[src/rtl/rail_pkg.sv]
package rail_pkg;

  typedef enum logic {RX_WAIT, RX_RTZ} rx_state_t;
  typedef enum logic [1:0] {TX_IDLE, TX_DRIVE, TX_RTZ} tx_state_t;

  // exactly one wire of the group high
  function automatic logic digit_valid(input logic [3:0] w);
    return $countones(w) == 1;
  endfunction

  // two or more wires of the group high
  function automatic logic digit_multi(input logic [3:0] w);
    return $countones(w) > 1;
  endfunction

  // wire index of a single-hot group
  function automatic logic [1:0] digit_value(input logic [3:0] w);
    return {w[3] | w[2], w[3] | w[1]};
  endfunction

  function automatic logic [3:0] digit_encode(input logic [1:0] v);
    return 4'b0001 << v;
  endfunction

endpackage

[src/rtl/rail_sync2.sv]
module rail_sync2 #(
  parameter int W = 1
) (
  input  logic         clk,
  input  logic         rst_n,
  input  logic [W-1:0] d_i,
  output logic [W-1:0] q_o
);
  logic [W-1:0] meta_q;

  always_ff @(posedge clk or negedge rst_n) begin
    if (!rst_n) begin
      meta_q <= '0;
      q_o    <= '0;
    end else begin
      meta_q <= d_i;
      q_o    <= meta_q;
    end
  end
endmodule

[src/rtl/rail_rx_path.sv]
module rail_rx_path
  import rail_pkg::*;
#(
  parameter int DIGITS = 18,
  localparam int RW = 4 * DIGITS,
  localparam int DW = 2 * DIGITS
) (
  input  logic          clk,
  input  logic          rst_n,
  input  logic [RW-1:0] rails_s_i,
  input  logic          gnt_i,
  output logic          ack_o,
  output logic          req_o,
  output logic [DW-1:0] data_o,
  output logic          err_o
);
  logic [DIGITS-1:0] dig_ok, dig_bad;
  logic [DW-1:0]     dec_word;

  for (genvar i = 0; i < DIGITS; i++) begin : g_dig
    assign dig_ok[i]          = digit_valid(rails_s_i[4*i +: 4]);
    assign dig_bad[i]         = digit_multi(rails_s_i[4*i +: 4]);
    assign dec_word[2*i +: 2] = digit_value(rails_s_i[4*i +: 4]);
  end

  logic all_ok, any_bad, all_neutral;
  assign all_ok      = &dig_ok;
  assign any_bad     = |dig_bad;
  assign all_neutral = (rails_s_i == '0);

  rx_state_t     st_q, st_d;
  logic          full_q, full_d;
  logic [DW-1:0] data_q, data_d;
  logic          err_q, err_d;
  logic          load;

  always_comb begin
    st_d   = st_q;
    full_d = full_q;
    data_d = data_q;
    err_d  = err_q | any_bad;
    load   = (st_q == RX_WAIT) && !full_q && all_ok;
    if (full_q && gnt_i) full_d = 1'b0;
    unique case (st_q)
      RX_WAIT: if (load) begin
        st_d   = RX_RTZ;
        full_d = 1'b1;
        data_d = dec_word;
      end
      RX_RTZ: if (all_neutral) st_d = RX_WAIT;
      default: st_d = RX_WAIT;
    endcase
  end

  always_ff @(posedge clk or negedge rst_n) begin
    if (!rst_n) begin
      st_q   <= RX_WAIT;
      full_q <= 1'b0;
      data_q <= '0;
      err_q  <= 1'b0;
    end else begin
      st_q   <= st_d;
      full_q <= full_d;
      err_q  <= err_d;
      if (load) data_q <= data_d;
    end
  end

  assign ack_o  = (st_q == RX_RTZ);
  assign req_o  = full_q;
  assign data_o = data_q;
  assign err_o  = err_q;
endmodule

[src/rtl/rail_tx_path.sv]
module rail_tx_path
  import rail_pkg::*;
#(
  parameter int DIGITS = 18,
  localparam int RW = 4 * DIGITS,
  localparam int DW = 2 * DIGITS
) (
  input  logic          clk,
  input  logic          rst_n,
  input  logic          req_i,
  input  logic [DW-1:0] data_i,
  input  logic          ack_s_i,
  output logic          gnt_o,
  output logic [RW-1:0] rails_o
);
  logic [RW-1:0] enc_word;

  for (genvar i = 0; i < DIGITS; i++) begin : g_enc
    assign enc_word[4*i +: 4] = digit_encode(data_i[2*i +: 2]);
  end

  tx_state_t     st_q, st_d;
  logic [RW-1:0] rails_q, rails_d;
  logic          rails_en;

  assign gnt_o = (st_q == TX_IDLE) && !ack_s_i;

  always_comb begin
    st_d     = st_q;
    rails_d  = rails_q;
    rails_en = 1'b0;
    unique case (st_q)
      TX_IDLE: if (req_i && gnt_o) begin
        st_d     = TX_DRIVE;
        rails_d  = enc_word;
        rails_en = 1'b1;
      end
      TX_DRIVE: if (ack_s_i) begin
        st_d     = TX_RTZ;
        rails_d  = '0;
        rails_en = 1'b1;
      end
      TX_RTZ: if (!ack_s_i) st_d = TX_IDLE;
      default: st_d = TX_IDLE;
    endcase
  end

  always_ff @(posedge clk or negedge rst_n) begin
    if (!rst_n) begin
      st_q    <= TX_IDLE;
      rails_q <= '0;
    end else begin
      st_q <= st_d;
      if (rails_en) rails_q <= rails_d;
    end
  end

  assign rails_o = rails_q;
endmodule

[src/rtl/rail_bridge.sv]
module rail_bridge #(
  parameter int DIGITS = 18,
  localparam int RW = 4 * DIGITS,
  localparam int DW = 2 * DIGITS
) (
  input  logic          clk,
  input  logic          rst_n,
  input  logic [RW-1:0] rx_rails_i,
  output logic          rx_ack_o,
  output logic          rx_req_o,
  input  logic          rx_gnt_i,
  output logic [DW-1:0] rx_data_o,
  output logic          rx_err_o,
  input  logic          tx_req_i,
  output logic          tx_gnt_o,
  input  logic [DW-1:0] tx_data_i,
  output logic [RW-1:0] tx_rails_o,
  input  logic          tx_ack_i
);
  logic [RW-1:0] rx_rails_s;
  logic          tx_ack_s;

  rail_sync2 #(.W(RW)) u_rx_sync (
    .clk(clk), .rst_n(rst_n), .d_i(rx_rails_i), .q_o(rx_rails_s)
  );

  rail_sync2 #(.W(1)) u_ack_sync (
    .clk(clk), .rst_n(rst_n), .d_i(tx_ack_i), .q_o(tx_ack_s)
  );

  rail_rx_path #(.DIGITS(DIGITS)) u_rx (
    .clk(clk), .rst_n(rst_n), .rails_s_i(rx_rails_s), .gnt_i(rx_gnt_i),
    .ack_o(rx_ack_o), .req_o(rx_req_o), .data_o(rx_data_o), .err_o(rx_err_o)
  );

  rail_tx_path #(.DIGITS(DIGITS)) u_tx (
    .clk(clk), .rst_n(rst_n), .req_i(tx_req_i), .data_i(tx_data_i),
    .ack_s_i(tx_ack_s), .gnt_o(tx_gnt_o), .rails_o(tx_rails_o)
  );
endmodule

[config.mk]
export PLATFORM = sky130hd
export DESIGN_NAME = rail_bridge
export DESIGN_NICKNAME = d
export VERILOG_FILES = /design/src/rtl/rail_pkg.sv /design/src/rtl/rail_sync2.sv /design/src/rtl/rail_rx_path.sv /design/src/rtl/rail_tx_path.sv /design/src/rtl/rail_bridge.sv
export SDC_FILE = /design/constraint.sdc
export NUM_CORES = 1
export LEC_CHECK = 0
export ABC_AREA = 1
export BUFFER_PORTS_ARGS = -buffer_cell sky130_fd_sc_hd__buf_4
export CORE_ASPECT_RATIO = 0.6
export CORE_UTILIZATION = 50
export DETAILED_ROUTE_END_ITERATION = 8
export GPL_TIMING_DRIVEN = 0
export PLACE_DENSITY = 0.72
export SYNTH_ARGS = -nofsm -noshare
export SYNTH_HDL_FRONTEND = slang
export SYNTH_SLANG_ARGS = --single-unit
[constraint.sdc]
create_clock -name clk -period 5.3 [get_ports clk]
set_input_delay 0.265 -clock clk [delete_from_list [all_inputs] [get_ports clk]]
set_output_delay 0.265 -clock clk [all_outputs]
set_load 0.05 [all_outputs]
==> insert_results.sql <==
INSERT INTO impl_metrics (metric_group, metric, value, unit) VALUES
('outcome', 'outcome', 'finished, final reports clean', ''),
('yosys', 'netlist.area_leader.share', '0.602', ''),
('finish', 'fin_util', '0.692', ''),
('place', 'placed_cells', '1524', ''),
('power_and_ir_drop', 'static-leakage-power', '7.64', 'nW'),
('setup_path', 'crit_path_max_fanout', '10', ''),
('yosys', 'synth-seq-area-share', '0.602', ''),
('detailed_routing', 'drt_drc_violations_left', '0', ''),
('setup_path', 'r2r_start', 'u_rx_sync.q_o[2]', ''),
('timing', 'maxClockFrequency', '356', 'MHz'),
('global_route', 'grt_start_max_net_pins', '119', ''),
('floorplanning', 'coreArea', '21000', 'um^2'),
('setup_path', 'worst_path_largest_cell_delay', '0.40', 'ns'),
('yosys', 'synth_largest_area_cell', 'sky130_fd_sc_hd__dfrtp_1', ''),
('detailed_routing', 'post_drt_via_cell_ratio', '4.84', ''),
('cts', 'clkSinkCount', '259', ''),
('timing', 'timing.setup.tns', '0', 'ns'),
('finish', 'finish.net_count', '1572', ''),
('job', 'drv_cap', '0', ''),
('floorplanning', 'die_width', '191', 'um'),
('hold_path', 'hold_path_startpoint', 'tx_data_i[26]', ''),
('setup_path', 'crit_path_frequent_cell', 'sky130_fd_sc_hd__nand2_1', ''),
('setup_path', 'cp_top_family', 'adder cells', ''),
('place', 'gpl.final_weighted_congestion', '0.850', ''),
('yosys', 'synth_warnings', '0', ''),
('hold_path', 'hold_depth', '3', ''),
('timing', 'final_setup_violating_endpoints', '0', ''),
('cts', 'cts_root_buffer', 'sky130_fd_sc_hd__clkbuf_16', ''),
('setup_path', 'cp.arrival', '3.22', 'ns'),
('floorplanning', 'io_pins', '225', ''),
('finish', 'layout-drive-gt1-share', '0.221', ''),
('hold_path', 'min_delay_worst_endpoint', 'u_tx.rails_o[53]', ''),
('detailed_routing', 'drtAntennaViolNets', '0', ''),
('cts', 'clk-insertion-delay-late', '0.54', 'ns'),
('finish', 'most_frequent_standard_cell_in_the_layout_excluding_fill_and_tap_cells', 'sky130_fd_sc_hd__dfrtp_1', ''),
('cts', 'cts.repair.resized', '0', ''),
('detailed_routing', 'dr_total_vias', '7997', ''),
('timing', 'hold_viol', '0', ''),
('global_route', 'grt_first_pass_wirelength', '41000', 'um'),
('timing', 'fin_skew', '0.0265', 'ns'),
('power_and_ir_drop', 'power_density', '448', 'nW/um^2'),
('setup_path', 'r2r_slack', '2.49', 'ns'),
('setup_path', 'ff_to_ff_path_depth', '14', ''),
('yosys', 'netlist_top_cells_area', 'sky130_fd_sc_hd__dfrtp_1 (60%), sky130_fd_sc_hd__ha_1 (10%), sky130_fd_sc_hd__inv_1 (6.5%)', ''),
('detailed_routing', 'routedWlPerCell', '16.0', 'um'),
('timing', 'worst_slew_margin_rel', '0.513', ''),
('yosys', 'post_synth_instance_area', '10800', 'um^2'),
('timing', 'layout_worst_path_cycle_share', '0.531', ''),
('global_route', 'grt_pass1_vias', '7765', ''),
('finish', 'fin_cells', '1651', ''),
('setup_path', 'start_point_of_the_critical_path', 'u_rx_sync.q_o[2]', ''),
('setup_path', 'path_buf_inv', '3', ''),
('hold_path', 'worst_hold_path_type', 'in2reg', ''),
('cts', 'clk_path_buf_depth', '3', ''),
('place', 'portBuffers', '224', ''),
('yosys', 'syn-mean-instance-area', '10.6', 'um^2'),
('yosys', 'synth_cells', '1019', ''),
('power_and_ir_drop', 'ir_drop', '0.371', 'mV'),
('timing', 'finalWorstPathRequiredPeriod', '2.81', 'ns'),
('cts', 'cts_buffers', '24', ''),
('place', 'place_ws', '2.53', 'ns'),
('detailed_routing', 'detail_route.wirelength', '26400', 'um'),
('setup_path', 'crit_path_category', 'reg2reg', ''),
('floorplanning', 'start_util', '0.512', ''),
('setup_path', 'cpMaxStageDelayCell', 'sky130_fd_sc_hd__fa_1', ''),
('floorplanning', 'rows', '41', ''),
('cts', 'clk_transition_reported_paths', '0.06', 'ns'),
('timing', 'grt_setup_unrepaired', 'no', ''),
('setup_path', 'data_required_critical_path', '5.70', 'ns'),
('timing', 'worst_slew_pin_slew', '0.730', 'ns'),
('cts', 'htree_num_levels', '1', '');
==> cells in the mapped netlist <==
master	instances
sky130_fd_sc_hd__buf_2	15
sky130_fd_sc_hd__nand2_2	2
sky130_fd_sc_hd__nand3_2	1
sky130_fd_sc_hd__o21a_1	1
sky130_fd_sc_hd__or2_2	1
sky130_fd_sc_hd__nor2_8	1
sky130_fd_sc_hd__nand2_1	138
sky130_fd_sc_hd__nor3_1	1
sky130_fd_sc_hd__clkbuf_1	8
sky130_fd_sc_hd__fa_1	18
sky130_fd_sc_hd__dfrtp_1	259
sky130_fd_sc_hd__nor2_1	95
sky130_fd_sc_hd__inv_1	185
sky130_fd_sc_hd__nor3_2	1
sky130_fd_sc_hd__and2_2	1
sky130_fd_sc_hd__inv_2	3
sky130_fd_sc_hd__buf_4	7
sky130_fd_sc_hd__buf_6	3
sky130_fd_sc_hd__nand3_1	112
sky130_fd_sc_hd__ha_1	89
sky130_fd_sc_hd__a21oi_1	71
sky130_fd_sc_hd__nand4_1	6
sky130_fd_sc_hd__o21ai_1	1
==> per-stage QoR <==
stage / cell area (um^2) / hold WS, ns / total power, mW
3_5_place_dp: 12900 / 0.232 / 4.60
3_3_place_gp: 12800 / 0.333 / 4.55
2_1_floorplan: 10800 / -0.0306 / 3.83
6_report: 14500 / 0.0173 / 6.51
5_1_grt: 14500 / 0.00582 / 6.80
4_1_cts: 14500 / 0.000307 / 6.55
==> logic make-up after synthesis <==
logic type | Yosys count | synth area share
AND/OR/NAND/NOR | 359 | 0.143
adder cells (fa/ha/maj) | 107 | 0.137
AO/OA/AOI/OAI | 73 | 0.0342
flip-flops | 259 | 0.602
buffers and inverters | 221 | 0.0833
==> worst min-delay path: stages <==
cell and delay (ns):
sky130_fd_sc_hd__buf_4 0.12, sky130_fd_sc_hd__nand3_1 0.07, sky130_fd_sc_hd__a21oi_1 0.06
==> per-layer routing <==
layer / GRT usage / wire length, um / vias to the layer above
li1: - / - / 3810
met1: 0.375 / 12800 / 3906
met2: 0.346 / 11200 / 243
met3: 0.0603 / 1950 / 38
met4: 0.0545 / 446 / 0
met5: 0 / 0 / -
==> registers in the layout, summed over array words and instances, names as in the netlist <==
signal,count
u_ack_sync.meta_q,1
u_rx_sync.meta_q,72
u_rx.err_o,1
u_rx.data_o,36
u_ack_sync.q_o,1
u_rx_sync.q_o,72
u_rx.req_o,1
u_rx.ack_o,1
u_tx.st_q,2
u_tx.rails_o,72
==> power by group <==
group	leakage [nW]	total [mW]	switching [mW]	internal [mW]
Combinational	4.10	2.16	1.51	0.653
Clock	0.425	1.89	0.765	1.13
Sequential	3.11	2.46	0.176	2.29
==> worst max path at each step <==
stage	endpoint	slack, ns	depth (start not counted)
3_3_place_gp	u_rx_sync.meta_q[14]	1.89	1
4_1_cts	u_rx.data_o[31]	2.49	12
5_1_grt	u_rx.data_o[31]	2.35	14
6_report	u_rx.data_o[21]	2.49	14
2_1_floorplan	u_rx.data_o[0]	2.98	13
3_5_place_dp	u_rx.data_o[26]	2.53	14
==> final cells by class <==
cell class / count / area, um^2 / area share
flip-flops and latches: 259 / 6480 / 0.446
multi-input cells: 539 / 3390 / 0.233
repair buffers: 307 / 2550 / 0.176
inverters: 188 / 706 / 0.0485
clock buffers: 29 / 649 / 0.0446
well taps: 279 / 349 / 0.0240
clock inverters: 15 / 224 / 0.0154
plain buffers: 33 / 191 / 0.0132
diodes: 2 / 5.00 / 0.000344
==> what timing repair did <==
item,in CTS,in global routing
buffers inserted,0,0
endpoints found under the hold margin,144,0
hold buffers,81,0
Note: power is estimated with default switching activity, not from simulation.
